[config.mk]
export PLATFORM = sky130hd
export DESIGN_NAME = reset_cause_ctrl
export DESIGN_NICKNAME = d
export VERILOG_FILES = /design/src/rtl/rcc_pkg.sv /design/src/rtl/rcc_stretch_fsm.sv /design/src/rtl/rcc_cause_flags.sv /design/src/rtl/rcc_bus_port.sv /design/src/rtl/reset_cause_ctrl.sv
export SDC_FILE = /design/constraint.sdc
export NUM_CORES = 1
export LEC_CHECK = 0
export ABC_CLOCK_PERIOD_IN_PS = 1000
export CAP_MARGIN = 25
export CORE_MARGIN = 4
export CORE_UTILIZATION = 35
export DETAILED_ROUTE_END_ITERATION = 6
export MAX_ROUTING_LAYER = met4
export PLACE_DENSITY = 0.71
export RECOVER_POWER = 50
export SLEW_MARGIN = 20
export SYNTH_ARGS = -nofsm -noshare
export SYNTH_HDL_FRONTEND = slang
export SYNTH_SLANG_ARGS = --single-unit
[constraint.sdc]
create_clock -name clk -period 1 [get_ports clk]
set_clock_uncertainty 0.05 [all_clocks]
set_input_delay 0.2 -clock clk [delete_from_list [all_inputs] [get_ports clk]]
set_output_delay 0.2 -clock clk [all_outputs]
set_load 0.1 [all_outputs]
[src/rtl/rcc_pkg.sv]
package rcc_pkg;

    typedef enum logic [1:0] {
        RST_HOLD    = 2'd0,
        RST_STRETCH = 2'd1,
        RST_OFF     = 2'd2
    } rst_state_e;

    localparam int NUM_FLAGS = 4;
    localparam int FLAG_POR  = 0;
    localparam int FLAG_EXT  = 1;
    localparam int FLAG_BOD  = 2;
    localparam int FLAG_WDT  = 3;

endpackage

[src/rtl/rcc_stretch_fsm.sv]
module rcc_stretch_fsm
    import rcc_pkg::*;
#(
    parameter int TOUT_CYCLES = 16
) (
    input  logic clk,
    input  logic por_req,
    input  logic any_req,
    output logic rst_out
);

    localparam int CNT_W = (TOUT_CYCLES > 1) ? $clog2(TOUT_CYCLES) : 1;
    localparam logic [CNT_W-1:0] CNT_LAST = CNT_W'(TOUT_CYCLES - 1);

    rst_state_e       state_q, state_d;
    logic [CNT_W-1:0] cnt_q, cnt_d;

    // state register
    always_ff @(posedge clk or posedge por_req) begin
        if (por_req) begin
            state_q <= RST_HOLD;
            cnt_q   <= '0;
        end else begin
            state_q <= state_d;
            cnt_q   <= cnt_d;
        end
    end

    // next state
    always_comb begin
        state_d = state_q;
        cnt_d   = cnt_q;
        unique case (state_q)
            RST_HOLD: begin
                if (!any_req) begin
                    state_d = RST_STRETCH;
                    cnt_d   = '0;
                end
            end
            RST_STRETCH: begin
                if (any_req) begin
                    state_d = RST_HOLD;
                    cnt_d   = '0;
                end else if (cnt_q == CNT_LAST) begin
                    state_d = RST_OFF;
                    cnt_d   = '0;
                end else begin
                    cnt_d = cnt_q + 1'b1;
                end
            end
            RST_OFF: begin
                cnt_d = '0;
                if (any_req) begin
                    state_d = RST_HOLD;
                end
            end
            default: begin
                state_d = RST_HOLD;
                cnt_d   = '0;
            end
        endcase
    end

    // outputs
    always_comb begin
        rst_out = (state_q != RST_OFF);
    end

endmodule

[src/rtl/rcc_cause_flags.sv]
module rcc_cause_flags
    import rcc_pkg::*;
(
    input  logic                 clk,
    input  logic                 por_req,
    input  logic [NUM_FLAGS-1:0] set_vec,
    input  logic [NUM_FLAGS-1:0] clr_vec,
    output logic [NUM_FLAGS-1:0] flags_q
);

    for (genvar i = 0; i < NUM_FLAGS; i++) begin : g_flag
        if (i == FLAG_POR) begin : g_por_bit
            // set only by the asynchronous power-on request
            always_ff @(posedge clk or posedge por_req) begin
                if (por_req) begin
                    flags_q[i] <= 1'b1;
                end else if (clr_vec[i]) begin
                    flags_q[i] <= 1'b0;
                end
            end
        end else begin : g_src_bit
            // a set at the same edge as a clear takes priority
            always_ff @(posedge clk or posedge por_req) begin
                if (por_req) begin
                    flags_q[i] <= 1'b0;
                end else if (set_vec[i]) begin
                    flags_q[i] <= 1'b1;
                end else if (clr_vec[i]) begin
                    flags_q[i] <= 1'b0;
                end
            end
        end
    end

endmodule

[src/rtl/rcc_bus_port.sv]
module rcc_bus_port
    import rcc_pkg::*;
#(
    parameter int DATA_W = 8
) (
    input  logic                 reg_wr,
    input  logic [DATA_W-1:0]    reg_wdata,
    input  logic [NUM_FLAGS-1:0] flags,
    output logic [NUM_FLAGS-1:0] clr_vec,
    output logic [DATA_W-1:0]    reg_rdata
);

    localparam int PAD_W = DATA_W - NUM_FLAGS;

    always_comb begin
        clr_vec   = {NUM_FLAGS{reg_wr}} & ~reg_wdata[NUM_FLAGS-1:0];
        reg_rdata = {{PAD_W{1'b0}}, flags};
    end

endmodule

[src/rtl/reset_cause_ctrl.sv]
module reset_cause_ctrl
    import rcc_pkg::*;
#(
    parameter int TOUT_CYCLES = 16,
    parameter int DATA_W      = 8
) (
    input  logic              clk,
    input  logic              por_req,
    input  logic              bod_req,
    input  logic              ext_req,
    input  logic              wdt_pulse,
    input  logic              reg_wr,
    input  logic [DATA_W-1:0] reg_wdata,
    output logic [DATA_W-1:0] reg_rdata,
    output logic              sys_rst
);

    logic                 any_req;
    logic [NUM_FLAGS-1:0] set_vec;
    logic [NUM_FLAGS-1:0] clr_vec;
    logic [NUM_FLAGS-1:0] flags;

    always_comb begin
        any_req            = bod_req | ext_req | wdt_pulse;
        set_vec            = '0;
        set_vec[FLAG_EXT]  = ext_req;
        set_vec[FLAG_BOD]  = bod_req;
        set_vec[FLAG_WDT]  = wdt_pulse;
    end

    rcc_stretch_fsm #(.TOUT_CYCLES(TOUT_CYCLES)) u_fsm (
        .clk     (clk),
        .por_req (por_req),
        .any_req (any_req),
        .rst_out (sys_rst)
    );

    rcc_cause_flags u_flags (
        .clk     (clk),
        .por_req (por_req),
        .set_vec (set_vec),
        .clr_vec (clr_vec),
        .flags_q (flags)
    );

    rcc_bus_port #(.DATA_W(DATA_W)) u_bus (
        .reg_wr    (reg_wr),
        .reg_wdata (reg_wdata),
        .flags     (flags),
        .clr_vec   (clr_vec),
        .reg_rdata (reg_rdata)
    );

endmodule

Word-level counts from Yosys, hierarchy flattened
Index checks and enable logic that the tools add are counted.
{ "classes": {"n_addsub": 1, "eq_ne": 7, "muxes": 15, "bitwise_logic": 4, "reduce_logical": 5} }
{ "op_table": {"columns": ["cell", "n"], "rows": [
  ["$mux 4", 3],
  ["$mux 2", 4],
  ["$pmux 4 s2", 1],
  ["$mux 1", 6],
  ["$pmux 2 s3", 1],
  ["$reduce_bool 2->1", 3],
  ["$add 4x1->4 const B", 1],
  ["$and 4x4->4", 1],
  ["$eq 4x4->1 const B", 1],
  ["$ne 2x2->1 const B", 2],
  ["$not 4->4", 1],
  ["$ne 3x1->1 const B", 1],
  ["$reduce_and 3->1", 1],
  ["$eq 2x1->1 const B", 1],
  ["$eq 2x2->1 const B", 1],
  ["$logic_not 2->1", 1],
  ["$ne 2x1->1 const B", 1],
  ["$or 1x1->1", 2]
]} }
{ "word_totals": {"register_bits": 10, "in_bits": 14, "out_inout_bits": 9, "wordCells": 38} }

Depth between registers and ports, before layout
{ "logic_depth": {"depth_word": 4, "depth_mapped": 4, "mapped_depth_nobuf": 4} }

Cells and area by module
Synthesis repeated with hierarchy kept, for this count alone.
{ "hier_totals": {"cells_unflattened": 58, "hier_area_um2": 563.0} }
{ "by_module_without_submodules": {"columns": ["module", "instances", "cells_per_inst", "area_each_um2", "seq_area_each_um2"], "rows": [
  ["rcc_stretch_fsm", 1, 31, 309.0, 150.1],
  ["rcc_cause_flags", 1, 12, 145.1, 101.3],
  ["rcc_bus_port", 1, 13, 98.8, 0.0],
  ["reset_cause_ctrl", 1, 2, 10.0, 0.0]
]} }

Worst setup path after synthesis
OpenSTA, ideal clock, no wires.
{ "synth_timing": {"kind": "reg2reg", "startpoint": "register u_fsm.state_q[1]", "endpoint": "register u_fsm.state_q[1]", "setup_time_ns": 0.172, "arrival_time_ns": 1.278, "t_required_ns": 0.778, "path_slack_ns": -0.500, "stages_incl_launch_ff": 3, "path_buffers": 0, "synth_period_minus_slack_ns": 1.500, "path_cell_list": "dfrtp_1 nand2b_1 a21oi_1"} }
{ "synth_via": {"elab_chain_len": 3, "word_cells_on_any_way": 8, "cone_classes": "eq/ne (5); mux (1); reduce/logical (2)"} }
{ "synth_rtl": {"columns": ["item", "line_no", "text"], "rows": [
  ["from (decl)", "rcc_stretch_fsm.sv:15", "rst_state_e state_q, state_d;"],
  ["from (signal assigned)", "rcc_stretch_fsm.sv:24", "state_q <= state_d;"],
  ["$eq 2x1->1 (tied with other cells)", "rcc_stretch_fsm.sv:33", "unique case (state_q)"],
  ["$ne 3x1->1 (no source line) (tied with other cells)", null, null],
  ["$reduce_and 3->1 (no source line)", null, null]
]} }
Several ways; a longest one is shown, not always the timed one.
A chain may end at the register's enable or synchronous reset.

Final worst setup path
{ "layout_timing": {"startpoint": "register u_flags.flags_q[0]", "endpoint": "output port reg_rdata[0]"} }
{ "layout_rtl": {"columns": ["item", "line_no", "text"], "rows": [
  ["from (decl)", "rcc_cause_flags.sv:8", "output logic [NUM_FLAGS-1:0] flags_q"],
  ["from (signal, indexed assignment)", "rcc_cause_flags.sv:16", "flags_q[i] <= 1'b1;"],
  ["from (signal, indexed assignment)", "rcc_cause_flags.sv:18", "flags_q[i] <= 1'b0;"],
  ["to (decl)", "reset_cause_ctrl.sv:14", "output logic [DATA_W-1:0] reg_rdata,"]
]} }
No word-level cell between the ends.

==> results_dict.tcl <==
set metrics [dict create \
    status "complete, but fails checks" \
    violations "negative setup slack" \
    synth_area_leaders "dfrtp_1 43%, buf_4 5.8%, nand3b_1 5.8%" \
    htree_num_levels 1 \
    clockBufferDepth 2 \
    n_antenna_cell 0 \
    final_nets 92 \
    post_drt_wl_per_cell_um 13.2 \
    drv_slew 0 \
    dieWidth_um 46.6 \
    synthCells 51 \
    worst-setup-path-type "register to primary output" \
    crit_cells 1 \
    synth_seq_cells 10 \
    dp_hpwl_um 932 \
    max-cap-violations 0 \
    detail-route-antenna-nets 0 \
    synth_flop_cell "dfrtp_1" \
    ir_drop_uv 676 \
    p_per_area_nw_per_um2 1140 \
    fmax_mhz 759 \
    grtUsageTotal_pct 13.8 \
    cellInternalPower_mw 0.667 \
    crit_slowest_cell "dfstp_4" \
    p_sw_share_pct 32.3 \
    timing.final.crit_share_pct 132 \
    synth.cell_area_um2 520 \
    die_h_um 46.6 \
    crit_family "flip-flops" \
    drt-total-wl_um 1200 \
    setup_ws_ps -317 \
    cts_tree "yes" \
    clkSlewWorstSetupHoldPaths_ps 70 \
    ys_seq_area_share_pct 48.3 \
    arrival_ps 1070 \
    synth_cell_types 22 \
    min_period_ps 1320 \
    dieArea_um2 2170 \
    r2r_cells 4 \
    path_buf_inv 1 \
    gp_congestion 0.706 \
    fp.coreArea_um2 1350 \
    drtPass1Iterations 3 \
    grt_max_degree 11 \
    drt_iter0_markers 2 \
    startpoint_type "register" \
    rsz0062_at_grt "true" \
    holdPathStages 2 \
    synth_edf_count 0 \
    cp_max_fo 2 \
    cts-buffers-inserted 3 \
    async_flop_share_pct 100 \
    cp_cell_sequence "buf_12" \
    area_growth_pct 65.6 \
    pin_count 23 \
    ctsHoldBuffers 0 \
    critical_path_required_ps 750 \
    yosys-top-cells-count "9 x dfrtp_1, 5 x nand3_1" \
    p_comb_share_pct 26.7 \
    crit_path_end_kind "primary output" \
    layoutNonFillerInstCount 91 \
    yosys_warnings 0 \
    overflow 0 \
    clk_latency_ps 270 \
    grt_pass1_wl_um 1920 \
    place_inst 85 \
    hold_class "input pin to register" \
    switchingPower_mw 0.319 \
    initial_core_util_pct 38.6 \
    final-setup-viol-count 10 \
    drc 0 \
    dpl_cell_area_um2 813 \
    antenna_found_initial 0 \
    row_count 13 \
    leakage_nw 0.369 \
    avgSynthCellArea_um2 10.2 \
    tightestPinTransition_ps 550 \
    nFillCells 116 \
    synth_top_area_share_pct 43.3 \
    io_buffers 14 \
    drive_gt1_share_pct 43.4 \
    relSlewSlack_pct 63.3 \
    via_per_inst 5.01 \
    ff2ff_setup_slack_ps -90 \
    p_clk_share_pct 29.6 \
    grt_pass1_vias 428 \
    seqPwrFrac_pct 43.8 \
    yosysTopAreaCell "dfrtp_1" \
    cts_root_buf "clkbuf_4" \
    design_area_um2 862 \
    slowest_delay_ps 630 \
    clock_sinks 10 \
    via_count 456 \
    yosysMostFrequentCell "dfrtp_1" \
    hold_violations 0 \
]
==> final cells by class <==
cell class	count	area [um2]	share of cell area, %
clock buffer	4	26.3	3.05
inverter	2	7.51	0.871
multi-input combinational	36	289	33.5
sequential	10	263	30.5
tap	15	18.8	2.18
timing repair buffer	24	258	29.9
==> logic make-up (layout without fill, tap and decap cells) <==
kind of cell / count (synthesis) / count (layout) / share of synthesized area (%)
adder cells (fa/ha/maj): 1 / 1 / 2.40
flip-flops: 10 / 10 / 48.3
AND/OR/NAND/NOR: 19 / 19 / 22.8
XOR/XNOR: 2 / 2 / 3.37
AO/OA/AOI/OAI: 10 / 10 / 13.2
other: 1 / 4 / 0.720
buffers and inverters: 8 / 30 / 9.14
==> power groups by stage <==
stage	clock (mW)	combinational [mW]	sequential [mW]
3_3_place_gp	0	0.263	0.438
4_1_cts	0.305	0.265	0.431
2_1_floorplan	0	0.116	0.493
3_5_place_dp	0	0.266	0.439
5_1_grt	0.322	0.275	0.432
6_report	0.291	0.263	0.431
==> registers in the layout, indices dropped and copies added, names as in the netlist <==
register,flops
u_fsm.cnt_q,4
u_flags.flags_q,4
u_fsm.state_q,2
==> placed cells by master, fill, tap and decap left out, types with 2 or more instances in the layout <==
| cell type | synthesis | routed |
|---|---|---|
| clkdlybuf4s50_1 | 0 | 6 |
| a21oi_1 | 4 | 3 |
| dlygate4sd2_1 | 0 | 3 |
| nand2b_1 | 4 | 3 |
| buf_4 | 4 | 9 |
| nand4b_1 | 2 | 2 |
| clkbuf_1 | 0 | 2 |
| inv_1 | 2 | 2 |
| dfrtp_2 | 0 | 3 |
| nand3_1 | 5 | 2 |
| dfrtp_1 | 9 | 5 |
| nand3_2 | 0 | 3 |
| xor2_1 | 2 | 2 |
| nand3b_1 | 4 | 4 |
| a21o_1 | 2 | 2 |
| conb_1 | 1 | 4 |
| clkbuf_4 | 0 | 3 |
| buf_12 | 0 | 5 |
==> path summary, 6_finish.rpt <==
kind	from	to
setup / recovery	u_flags.flags_q[0]	reg_rdata[0]
hold / removal	bod_req	u_flags.flags_q[2]
setup reg to reg	u_fsm.cnt_q[0]	u_fsm.state_q[1]
hold reg to reg	u_flags.flags_q[2]	u_flags.flags_q[2]
max in group asynchronous	por_req	u_flags.flags_q[3]
min in group asynchronous	por_req	u_fsm.cnt_q[3]
==> stage by stage <==
step | total power [mW] | utilization (%) | TNS, ps | hold WS [ps] | setup slack (ps)
after floorplan | 0.610 | - | -211 | -10.7 | -75.2
after global placement | 0.701 | 60.2 | -3340 | 457 | -500
after detailed placement | 0.704 | 60.2 | -3470 | 463 | -517
after CTS | 1.00 | 63.3 | -1250 | 176 | -326
after global routing | 1.03 | 63.9 | -1660 | 264 | -350
final | 0.985 | 63.9 | -1210 | 246 | -317
==> per-layer routing <==
layer / GRT usage (%) / share of wire [%] / up-vias
li1: - / - / 223
met1: 13.9 / 41 / 218
met2: 22.5 / 52 / 10
met3: 5.86 / 5.3 / 5
met4: 6.82 / 1.6 / 0
met5: - / 0 / -
==> repair_timing <==
item	CTS	global route
cloned	0	0
resized for setup	6	4
setup endpoints to repair	11	11
setup buffers	1	2
pin swaps	5	1
(Power assumes the default switching activity.)
